$ cat src/rtl/uart_regbank_pkg.sv
package uart_regbank_pkg;
  localparam int unsigned OFF_CTRL = 0;
  localparam int unsigned OFF_RXD  = 4;
  localparam int unsigned OFF_TXD  = 8;
  localparam int unsigned OFF_STAT = 12;

  localparam int unsigned PEND_N   = 5;
  localparam int unsigned P_RX     = 0;
  localparam int unsigned P_TX     = 1;
  localparam int unsigned P_OVR    = 2;
  localparam int unsigned P_TXERR  = 3;
  localparam int unsigned P_RXERR  = 4;

  localparam int unsigned LVL_FIELD_W = 6;

  typedef struct packed {
    logic       loopback;
    logic       tx_ie;
    logic       rx_ie;
    logic       tx_dma;
    logic       rx_dma;
    logic       enable;
    logic       lvl_sel_tx;
    logic       flow_en;
    logic [2:0] parity;
    logic       two_stop;
    logic [1:0] word_len;
  } ctrl_t;

  function automatic logic [31:0] ctrl_to_word(ctrl_t c);
    logic [31:0] w;
    w        = '0;
    w[1:0]   = c.word_len;
    w[2]     = c.two_stop;
    w[6:4]   = c.parity;
    w[12]    = c.flow_en;
    w[14]    = c.lvl_sel_tx;
    w[15]    = c.enable;
    w[16]    = c.rx_dma;
    w[17]    = c.tx_dma;
    w[18]    = c.rx_ie;
    w[19]    = c.tx_ie;
    w[20]    = c.loopback;
    return w;
  endfunction
endpackage

$ cat src/rtl/uart_regbank_ctrl.sv
module uart_regbank_ctrl
  import uart_regbank_pkg::*;
(
  input  logic        clk_i,
  input  logic        rst_ni,
  input  logic        we_i,
  input  logic [31:0] wdata_i,
  output ctrl_t       ctrl_o,
  output logic [31:0] rdback_o
);
  ctrl_t ctrl_d;
  logic  unused_wbits;

  always_comb begin
    ctrl_d.word_len   = wdata_i[1:0];
    ctrl_d.two_stop   = wdata_i[2];
    ctrl_d.parity     = wdata_i[6:4];
    ctrl_d.flow_en    = wdata_i[12];
    ctrl_d.lvl_sel_tx = wdata_i[14];
    ctrl_d.enable     = wdata_i[15];
    ctrl_d.rx_dma     = wdata_i[16];
    ctrl_d.tx_dma     = wdata_i[17];
    ctrl_d.rx_ie      = wdata_i[18];
    ctrl_d.tx_ie      = wdata_i[19];
    ctrl_d.loopback   = wdata_i[20];
  end

  assign unused_wbits = ^{wdata_i[31:21], wdata_i[13], wdata_i[11:7], wdata_i[3]};

  always_ff @(posedge clk_i or negedge rst_ni) begin
    if (!rst_ni)   ctrl_o <= '0;
    else if (we_i) ctrl_o <= ctrl_d;
  end

  assign rdback_o = ctrl_to_word(ctrl_o);
endmodule

$ cat src/rtl/uart_regbank_pend.sv
module uart_regbank_pend #(
  parameter int unsigned N = 5
) (
  input  logic         clk_i,
  input  logic         rst_ni,
  input  logic [N-1:0] set_i,
  input  logic [N-1:0] clr_i,
  input  logic [N-1:0] irq_mask_i,
  output logic [N-1:0] pend_o,
  output logic         irq_o
);
  for (genvar i = 0; i < N; i++) begin : g_bit
    // clear wins; a held condition re-arms next cycle
    always_ff @(posedge clk_i or negedge rst_ni) begin
      if (!rst_ni)        pend_o[i] <= 1'b0;
      else if (clr_i[i])  pend_o[i] <= 1'b0;
      else if (set_i[i])  pend_o[i] <= 1'b1;
    end
  end

  assign irq_o = |(pend_o & irq_mask_i);
endmodule

$ cat src/rtl/uart_regbank.sv
module uart_regbank
  import uart_regbank_pkg::*;
#(
  parameter int unsigned ADDR_W   = 4,
  parameter int unsigned DATA_W   = 8,
  parameter int unsigned TX_DEPTH = 16,
  parameter int unsigned RX_DEPTH = 16,
  localparam int unsigned TX_LVL_W = $clog2(TX_DEPTH + 1),
  localparam int unsigned RX_LVL_W = $clog2(RX_DEPTH + 1)
) (
  input  logic                clk_i,
  input  logic                rst_ni,
  input  logic                wr_en_i,
  input  logic                rd_en_i,
  input  logic [ADDR_W-1:0]   addr_i,
  input  logic [31:0]         wdata_i,
  output logic [31:0]         rdata_o,
  output logic                tx_push_o,
  output logic [DATA_W-1:0]   tx_data_o,
  input  logic                tx_full_i,
  input  logic                tx_empty_i,
  input  logic [TX_LVL_W-1:0] tx_level_i,
  output logic                rx_pop_o,
  input  logic [DATA_W-1:0]   rx_data_i,
  input  logic                rx_empty_i,
  input  logic [RX_LVL_W-1:0] rx_level_i,
  input  logic                rx_overrun_i,
  input  logic                rx_err_i,
  input  logic                cts_i,
  input  logic                rts_i,
  input  logic                busy_i,
  input  logic                tx_serial_i,
  input  logic                rx_serial_i,
  output logic                rx_line_o,
  output logic [1:0]          word_len_o,
  output logic                two_stop_o,
  output logic [2:0]          parity_o,
  output logic                flow_en_o,
  output logic                tx_run_o,
  output logic                rx_run_o,
  output logic                rx_dma_en_o,
  output logic                tx_dma_en_o,
  output logic                loopback_o,
  output logic                irq_o
);
  localparam logic [TX_LVL_W-1:0] TX_HALF = TX_LVL_W'(TX_DEPTH / 2);

  logic sel_ctrl, sel_rxd, sel_txd, sel_stat;
  assign sel_ctrl = (addr_i == ADDR_W'(OFF_CTRL));
  assign sel_rxd  = (addr_i == ADDR_W'(OFF_RXD));
  assign sel_txd  = (addr_i == ADDR_W'(OFF_TXD));
  assign sel_stat = (addr_i == ADDR_W'(OFF_STAT));

  ctrl_t       ctrl;
  logic [31:0] ctrl_word;

  uart_regbank_ctrl u_ctrl (
    .clk_i    (clk_i),
    .rst_ni   (rst_ni),
    .we_i     (wr_en_i & sel_ctrl),
    .wdata_i  (wdata_i),
    .ctrl_o   (ctrl),
    .rdback_o (ctrl_word)
  );

  logic rx_ie, tx_ie;
  assign rx_ie = ctrl.rx_ie;
  assign tx_ie = ctrl.tx_ie;

  // FIFO strobes
  logic tx_drop;
  assign tx_push_o = wr_en_i & sel_txd & ~tx_full_i;
  assign tx_drop   = wr_en_i & sel_txd &  tx_full_i;
  assign tx_data_o = wdata_i[DATA_W-1:0];
  assign rx_pop_o  = rd_en_i & sel_rxd & ~rx_empty_i;

  // sticky event bits
  logic [PEND_N-1:0] pend_set, pend_clr, pend_mask, pend;
  always_comb begin
    pend_set          = '0;
    pend_set[P_RX]    = ~rx_empty_i;
    pend_set[P_TX]    = tx_ie & (tx_level_i < TX_HALF);
    pend_set[P_OVR]   = rx_overrun_i;
    pend_set[P_TXERR] = tx_drop;
    pend_set[P_RXERR] = rx_err_i;
    pend_clr          = (wr_en_i & sel_stat) ? wdata_i[PEND_N-1:0] : '0;
    pend_mask         = '0;
    pend_mask[P_RX]   = rx_ie;
    pend_mask[P_TX]   = tx_ie;
  end

  uart_regbank_pend #(.N(PEND_N)) u_pend (
    .clk_i      (clk_i),
    .rst_ni     (rst_ni),
    .set_i      (pend_set),
    .clr_i      (pend_clr),
    .irq_mask_i (pend_mask),
    .pend_o     (pend),
    .irq_o      (irq_o)
  );

  logic pend_rx, pend_ovr, pend_txerr;
  assign pend_rx    = pend[P_RX];
  assign pend_ovr   = pend[P_OVR];
  assign pend_txerr = pend[P_TXERR];

  // status word
  logic [LVL_FIELD_W-1:0] lvl_field;
  logic [31:0]            stat_word;
  assign lvl_field = ctrl.lvl_sel_tx ? LVL_FIELD_W'(tx_level_i) : LVL_FIELD_W'(rx_level_i);

  always_comb begin
    stat_word        = '0;
    stat_word[4:0]   = pend;
    stat_word[5]     = rx_empty_i;
    stat_word[6]     = tx_full_i;
    stat_word[7]     = cts_i;
    stat_word[8]     = rts_i;
    stat_word[10]    = tx_empty_i;
    stat_word[16:11] = lvl_field;
    stat_word[17]    = busy_i;
  end

  logic [31:0] rd_mux;
  always_comb begin
    rd_mux = '0;
    if (sel_ctrl)                 rd_mux = ctrl_word;
    else if (sel_stat)            rd_mux = stat_word;
    else if (sel_rxd && !rx_empty_i) rd_mux = 32'(rx_data_i);
  end

  always_ff @(posedge clk_i or negedge rst_ni) begin
    if (!rst_ni)      rdata_o <= '0;
    else if (rd_en_i) rdata_o <= rd_mux;
  end

  // configuration outputs
  assign word_len_o  = ctrl.word_len;
  assign two_stop_o  = ctrl.two_stop;
  assign parity_o    = ctrl.parity;
  assign flow_en_o   = ctrl.flow_en;
  assign tx_run_o    = ctrl.enable;
  assign rx_run_o    = ctrl.enable;
  assign rx_dma_en_o = ctrl.rx_dma;
  assign tx_dma_en_o = ctrl.tx_dma;
  assign loopback_o  = ctrl.loopback;
  assign rx_line_o   = ctrl.loopback ? tx_serial_i : rx_serial_i;
endmodule

$ cat config.mk
export PLATFORM = sky130hd
export DESIGN_NAME = uart_regbank
export DESIGN_NICKNAME = d
export VERILOG_FILES = /design/src/rtl/uart_regbank_pkg.sv /design/src/rtl/uart_regbank_ctrl.sv /design/src/rtl/uart_regbank_pend.sv /design/src/rtl/uart_regbank.sv
export SDC_FILE = /design/constraint.sdc
export NUM_CORES = 1
export LEC_CHECK = 0
export ABC_AREA = 0
export BUFFER_PORTS_ARGS = -buffer_cell sky130_fd_sc_hd__buf_2
export CORE_ASPECT_RATIO = 0.5
export CORE_MARGIN = 8
export CORE_UTILIZATION = 43
export DETAILED_ROUTE_END_ITERATION = 10
export GPL_ROUTABILITY_DRIVEN = 0
export PLACE_DENSITY = 0.77
export SYNTH_ARGS = -nofsm -noshare
export SYNTH_HDL_FRONTEND = slang
export SYNTH_SLANG_ARGS = --single-unit
$ cat constraint.sdc
create_clock -name clk_i -period 1.9 [get_ports clk_i]
set_clock_uncertainty 0.1 [all_clocks]
set_input_delay 0.095 -clock clk_i [delete_from_list [all_inputs] [get_ports clk_i]]
set_output_delay 0.095 -clock clk_i [all_outputs]
set_load 0.02 [all_outputs]
==> flow_metrics.py, run 1 <==
metrics = {
    "run_status": {
        "status": "finished, final reports clean",
    },
    "yosys": {
        "yosysSeqAreaShare_pct": 47.1,
        "ys_types": 36,
        "synthesis.yosys.warnings": 0,
        "syn-cell-area_um2": 2070,
        "synth_enable_flop_cells": 0,
        "postSynth.topFlopCell": "sky130_fd_sc_hd__dfrtp_1",
        "mapped_avg_cell_area_um2": 10.5,
        "synth.top_cells.by_area": "sky130_fd_sc_hd__dfrtp_1, sky130_fd_sc_hd__buf_4, sky130_fd_sc_hd__mux2_4",
        "yosys_register_bits": 39,
        "post-synth-top-area-fraction_pct": 47.1,
        "async_reset_ff_share_pct": 100,
        "synth_top_cell_by_area": "sky130_fd_sc_hd__dfrtp_1",
        "netlist_instances": 198,
    },
    "power": {
        "p_leak_nw": 1.40,
        "irDropWorstVdd_v": 0.000338,
        "power.density_nw_per_um2": 776,
    },
    "final_layout": {
        "growth_of_design_area_from_synthesis_to_finish_pct": 35.9,
        "filler_cell_count": 379,
        "diodes": 0,
        "final_core_utilization_pct": 62.4,
        "fin_nets": 372,
        "drive_above_1_share_pct": 42.6,
    },
    "floorplan": {
        "std_cell_rows": 17,
        "die_h_um": 65.1,
        "core_area_um2": 4510,
        "fp.dieArea_um2": 7430,
        "top_level_ports": 124,
        "die_width_um": 114,
        "initial_core_util_pct": 45.9,
    },
    "global_route": {
        "first_global_vias": 1989,
        "grt_max_degree": 40,
        "gr-usage-all-layers_pct": 15.5,
        "initial_antenna_violation_count": 0,
        "grt_first_pass_wirelength_um": 9410,
        "global_route.overflow_total": 0,
    },
    "routing": {
        "drtIter0Drc": 128,
        "detail_route.first_pass.iterations": 4,
        "routed_wl_um": 5820,
        "postRouteAntennaNets": 0,
        "remaining_drc_errors": 0,
        "detail_route.wl_per_cell_um": 15.7,
        "post_drt_via_cell_ratio": 4.96,
        "via_count": 1842,
    },
    "timing": {
        "worst_pin_slew_ns": 0.504,
        "slew_viol_final": 0,
        "tns_ns": 0,
        "fin_crit_ns": 1.49,
        "final_min_period_over_clock_period_pct": 78.3,
        "timing.final.setup_violations": 0,
        "final-hold-violation-count": 0,
        "post-route-worst-setup-slack_ns": 0.412,
        "max_freq_mhz": 672,
        "grt_setup_unrepaired": "no",
        "timing.max_slew.rel_slack_pct": 66.4,
    },
    "critical_path": {
        "reg2reg_depth": 3,
        "cp-start-kind": "input port",
        "worstSetupEndpointType": "register",
        "timing_worst_setup_path_type": "in2reg",
        "worstPathArrival_ns": 1.55,
        "regToRegSetupSlack_ns": 0.54,
        "crit_path_cell_trace": "buf_2 -> nor4bb_4 -> buf_4 -> a32oi_1 -> dlygate4sd3_1",
        "crit_buf_inv": 3,
        "crit_reg_reg_endpoint": "rdata_o[12]$_DFFE_PN0P_",
        "r2r_start": "u_ctrl.ctrl_o[7]$_DFFE_PN0P_",
        "slowest_delay_ns": 0.57,
        "worst_path_dominant_cell_family": "buffers and inverters",
        "worstPathMaxFanout": 13,
        "slowest_stage": "sky130_fd_sc_hd__dlygate4sd3_1",
        "timing.critical_path.required_ns": 1.97,
    },
    "placement": {
        "dpl_worst_slack_ns": 0.441,
        "dp_hpwl_um": 4270,
        "portBuffers": 93,
    },
    "clock_tree": {
        "clock_tree.htree_level_count": 2,
        "tritoncts": "built",
        "max-clock-path-buffers": 2,
        "cts-buffers-inserted": 5,
        "cts_sinks": 39,
        "cts.clk_slew.worst_paths_ns": 0.07,
        "post-cts-setup-buffers": 0,
        "clk_root_buffer_cell": "sky130_fd_sc_hd__clkbuf_8",
        "clock_insertion_delay_worst_skew_ns": 0.28,
    },
    "min_path": {
        "hold_path.startpoint": "rx_data_i[7]",
        "worstHoldPathCells": 3,
        "timing.hold.worst_endpoint": "rdata_o[7]$_DFFE_PN0P_",
        "holdCritPathClass": "in2reg",
    },
    "run": {
        "drv_cap": 0,
    },
}
## cells in the mapped netlist, drive strengths merged, types with 3 or more instances
| cell type | n |
|---|---|
| nand3 | 15 |
| a31oi | 3 |
| clkbuf | 7 |
| inv | 13 |
| nand2b | 5 |
| dfrtp | 39 |
| nor2 | 10 |
| o21ai | 8 |
| a22oi | 6 |
| buf | 32 |
| o22ai | 7 |
| a21oi | 15 |
| mux2 | 20 |
## cell type report
| class | count | area, um^2 | share of cell area, % |
|---|---|---|---|
| flip-flops and latches | 39 | 976 | 34.7 |
| multi-input cells | 118 | 840 | 29.8 |
| repair buffers | 127 | 786 | 27.9 |
| well taps | 66 | 82.6 | 2.93 |
| clock buffers | 7 | 76.3 | 2.71 |
| inverters | 13 | 48.8 | 1.73 |
| clock inverters | 1 | 5.00 | 0.178 |
## logic make-up after synthesis
group	share of synthesized area (%)
buf+inv	15.0
compound gates	14.1
flops	47.1
simple gates	10.9
mux	12.7
other cells	0.181
## registers in the layout, indices dropped and copies added (netlist names)
name           cells
rdata_o           20
u_ctrl.ctrl_o     14
u_pend.pend_o      5
## cells in the final DEF (no fill, tap or decap), types with 6 or more instances in the layout
master,netlist,layout
sky130_fd_sc_hd__buf_4,26,8
sky130_fd_sc_hd__dlygate4sd3_1,0,26
sky130_fd_sc_hd__inv_1,13,13
sky130_fd_sc_hd__mux2_2,10,10
sky130_fd_sc_hd__nor2_1,10,10
sky130_fd_sc_hd__a21oi_1,15,15
sky130_fd_sc_hd__o22ai_1,7,7
sky130_fd_sc_hd__buf_2,2,93
sky130_fd_sc_hd__o21ai_0,8,8
sky130_fd_sc_hd__nand3_1,15,15
sky130_fd_sc_hd__dfrtp_1,39,39
sky130_fd_sc_hd__a22oi_1,6,6
sky130_fd_sc_hd__conb_1,1,12
sky130_fd_sc_hd__mux2_4,10,10
## per-layer routing
layer | share of wire (%) | track usage [%] | wire (um) | vias up
li1 | - | - | - | 871
met1 | 38 | 16.3 | 2240 | 903
met2 | 53 | 29.5 | 3100 | 62
met3 | 7.3 | 4.52 | 425 | 6
met4 | 0.94 | 5.25 | 55 | 0
met5 | 0 | 0 | 0 | -
## where the power goes
| part | internal, mW | switching (mW) | leakage, nW | total, mW |
|---|---|---|---|---|
| sequential | 0.930 | 0.0877 | 0.480 | 1.02 |
| clock | 0.258 | 0.274 | 0.0422 | 0.532 |
| combinational | 0.298 | 0.336 | 0.880 | 0.634 |
| total | 1.49 | 0.698 | 1.40 | 2.18 |
## through the flow
stage,power [mW],cell area [um^2],hold WS [ns],std cells
2_1_floorplan,1.46,2110,-0.301,209
3_3_place_gp,1.61,2470,0.0723,337
3_5_place_dp,1.63,2470,0.0857,337
4_1_cts,2.21,2810,0.00591,371
5_1_grt,2.30,2810,0.00130,371
6_report,2.18,2810,0.0115,371
## worst min-delay path, stage by stage
cell                      delay, ns
sky130_fd_sc_hd__buf_2         0.08
sky130_fd_sc_hd__a22oi_1       0.06
sky130_fd_sc_hd__o22ai_1       0.12
## repair_timing
action	4_1_cts	5_1_grt
gates resized for setup	0	0
hold buffers	26	0
endpoints found under the hold margin	65	0
## how the worst max path moves through the flow
stage,end,cells after the start,slack (ns),startpoint
floorplan,u_ctrl.ctrl_o[10]$_DFFE_PN0P_,5,0.42,addr_i[2]
global placement,rdata_o[5]$_DFFE_PN0P_,4,0.45,addr_i[3]
detailed placement,rdata_o[5]$_DFFE_PN0P_,4,0.44,addr_i[3]
CTS,u_pend.pend_o[0]$_DFFE_PN0P_,5,0.44,addr_i[3]
global route,u_pend.pend_o[0]$_DFFE_PN0P_,5,0.36,addr_i[3]
finish,u_pend.pend_o[0]$_DFFE_PN0P_,5,0.41,addr_i[3]
(Power assumes the default switching activity.)
==> inputs of run 2 (changes only) <==
==> constraint.sdc (replaced) <==
create_clock -name clk_i -period 1.5 [get_ports clk_i]
set_clock_uncertainty 0.1 [all_clocks]
set_input_delay 0.075 -clock clk_i [delete_from_list [all_inputs] [get_ports clk_i]]
set_output_delay 0.075 -clock clk_i [all_outputs]
set_load 0.02 [all_outputs]
==> flow_metrics.py, run 2 (same netlist as run 1, synthesis figures left out) <==
metrics = {
    "critical_path": {
        "worst_path_dominant_cell_family": "buffers and inverters",
        "crit_buf_inv": 4,
        "timing_worst_setup_path_type": "in2reg",
        "r2r_start": "u_ctrl.ctrl_o[7]$_DFFE_PN0P_",
        "crit_path_cell_trace": "buf_2 -> buf_4 -> nor4bb_4 -> buf_6 -> a31oi_1 -> dlygate4sd3_1",
        "critPathCapture": "u_pend.pend_o[4]$_DFFE_PN0P_",
        "worst_setup_sp": "addr_i[2]",
        "crit_reg_reg_endpoint": "rdata_o[14]$_DFFE_PN0P_",
        "reg2reg_depth": 3,
        "worstPathArrival_ns": 1.51,
        "worstSetupEndpointType": "register",
        "timing.critical_path.required_ns": 1.58,
        "cp-start-kind": "input port",
        "worstPathMaxFanout": 9,
        "slowest_stage": "sky130_fd_sc_hd__dlygate4sd3_1",
        "regToRegSetupSlack_ns": 0.15,
        "slowest_delay_ns": 0.56,
        "cp_num_cells": 6,
    },
    "floorplan": {
        "die_width_um": 114,
        "initial_core_util_pct": 45.9,
        "core_area_um2": 4510,
        "top_level_ports": 124,
        "fp.dieArea_um2": 7430,
        "std_cell_rows": 17,
        "die_h_um": 65.1,
    },
    "global_route": {
        "gr-usage-all-layers_pct": 16.4,
        "global_route.overflow_total": 0,
        "initial_antenna_violation_count": 0,
        "first_global_vias": 2003,
        "grt_first_pass_wirelength_um": 9850,
        "grt_max_degree": 24,
    },
    "final_layout": {
        "top_register": "rdata_o",
        "fin_nets": 378,
        "largest_register_ff_count": 20,
        "drive_above_1_share_pct": 43.7,
        "growth_of_design_area_from_synthesis_to_finish_pct": 40.8,
        "diodes": 0,
        "design_area_um2": 2920,
        "layout.cells.most_common_list": "sky130_fd_sc_hd__buf_2, sky130_fd_sc_hd__dfrtp_1, sky130_fd_sc_hd__dlygate4sd3_1",
        "largest_registers": "rdata_o x20, u_ctrl.ctrl_o x14, u_pend.pend_o x5",
        "mostFrequentLayoutCell": "sky130_fd_sc_hd__buf_2",
    },
    "routing": {
        "via_count": 1890,
        "wl_met3_um": 376,
        "detail_route.first_pass.iterations": 4,
        "met2WireLength_um": 3180,
        "post_drt_via_cell_ratio": 5.01,
        "routed_wl_um": 6100,
        "detail_route.wl_per_cell_um": 16.2,
        "remaining_drc_errors": 0,
        "postRouteAntennaNets": 0,
        "wl_met1_um": 2400,
        "drtIter0Drc": 85,
        "topRoutingLayerUsed": "met4",
    },
    "power": {
        "power_internal_mw": 2.11,
        "power.density_nw_per_um2": 1040,
        "combinationalPowerShare_pct": 27.2,
        "clock_power_share_pct": 30.6,
        "p_leak_nw": 1.46,
        "seqPwrFrac_pct": 42.2,
        "irDropWorstVdd_v": 0.000474,
        "p_sw_mw": 0.928,
        "power.switching_fraction_pct": 30.6,
    },
    "clock_tree": {
        "cts-buffers-inserted": 5,
        "cts.clk_slew.worst_paths_ns": 0.08,
        "max-clock-path-buffers": 2,
        "cts_sinks": 39,
        "clock_insertion_delay_worst_skew_ns": 0.29,
        "tritoncts": "built",
        "clk_root_buffer_cell": "sky130_fd_sc_hd__clkbuf_8",
        "clock_tree.htree_level_count": 2,
    },
    "min_path": {
        "holdCritPathClass": "in2reg",
        "hold_path.startpoint": "wdata_i[3]",
    },
    "timing": {
        "hold-worst-slack_ns": 0.0141,
        "timing.final.setup_violations": 0,
        "fin_crit_ns": 1.43,
        "final_min_period_over_clock_period_pct": 95.5,
        "slew_viol_final": 0,
        "final-hold-violation-count": 0,
        "max_freq_mhz": 698,
    },
    "placement": {
        "portBuffers": 93,
        "placedInstanceArea_um2": 2510,
        "dp_hpwl_um": 4430,
    },
    "run": {
        "drv_cap": 0,
    },
    "run_status": {
        "status": "finished, final reports clean",
    },
}
run 2: power groups by stage:
stage | Sequential [mW] | Clock [mW] | Combinational [mW]
after floorplan | 1.36 | 0 | 0.494
after global placement | 1.29 | 0 | 0.753
after detailed placement | 1.30 | 0 | 0.769
after CTS | 1.28 | 0.939 | 0.828
after global routing | 1.30 | 0.999 | 0.882
final | 1.28 | 0.929 | 0.825
run 2: worst reg2reg max path: stages, from the launching register on:
cell	delay, ns
sky130_fd_sc_hd__dfrtp_1	0.52
sky130_fd_sc_hd__mux2_2	0.37
sky130_fd_sc_hd__a22oi_1	0.14
sky130_fd_sc_hd__a21oi_1	0.10
run 2: worst min path at each step:
stage,endpoint,slack (ns),cells past startpoint
6_report,u_pend.pend_o[3]$_DFFE_PN0P_,0.01,3
5_1_grt,rdata_o[7]$_DFFE_PN0P_,0.02,3
4_1_cts,u_pend.pend_o[3]$_DFFE_PN0P_,0.01,3
3_5_place_dp,u_pend.pend_o[2]$_DFFE_PN0P_,-0.06,1
3_3_place_gp,u_ctrl.ctrl_o[2]$_DFFE_PN0P_,-0.08,1
2_1_floorplan,rdata_o[0]$_DFFE_PN0P_,-0.32,0
run 2: metrics by stage:
stage | worst slack, ns | utilization [%] | setup TNS, ns | total power [mW] | std cells
after floorplan | 0.0450 | - | 0 | 1.85 | 209
after global placement | 0.144 | 55.6 | 0 | 2.05 | 340
after detailed placement | 0.0771 | 55.6 | 0 | 2.07 | 340
after CTS | 0.0292 | 64.4 | 0 | 3.05 | 376
after global routing | -0.0136 | 64.7 | -0.0136 | 3.18 | 377
final | 0.0678 | 64.7 | 0 | 3.04 | 377
run 2: layout make-up:
type	count	area, um^2
flip-flops and latches	39	976
fillers	361	1590
clock buffers	6	82.6
inverters	13	48.8
repair buffers	133	852
multi-input cells	118	840
well taps	66	82.6
clock inverters	2	35.0
run 2: metal layers:
layer | GRT usage [%] | vias to the layer above
li1 | - | 880
met1 | 18.4 | 930
met2 | 28.7 | 65
met3 | 4.52 | 15
met4 | 7.72 | 0
met5 | 0 | -
run 2: timing repair:
item,in CTS,in global routing
resized for setup,0,1
hold buffers,28,0
endpoints found under the hold margin,67,0
endpoints found under the setup margin,0,2
setup buffers,0,1
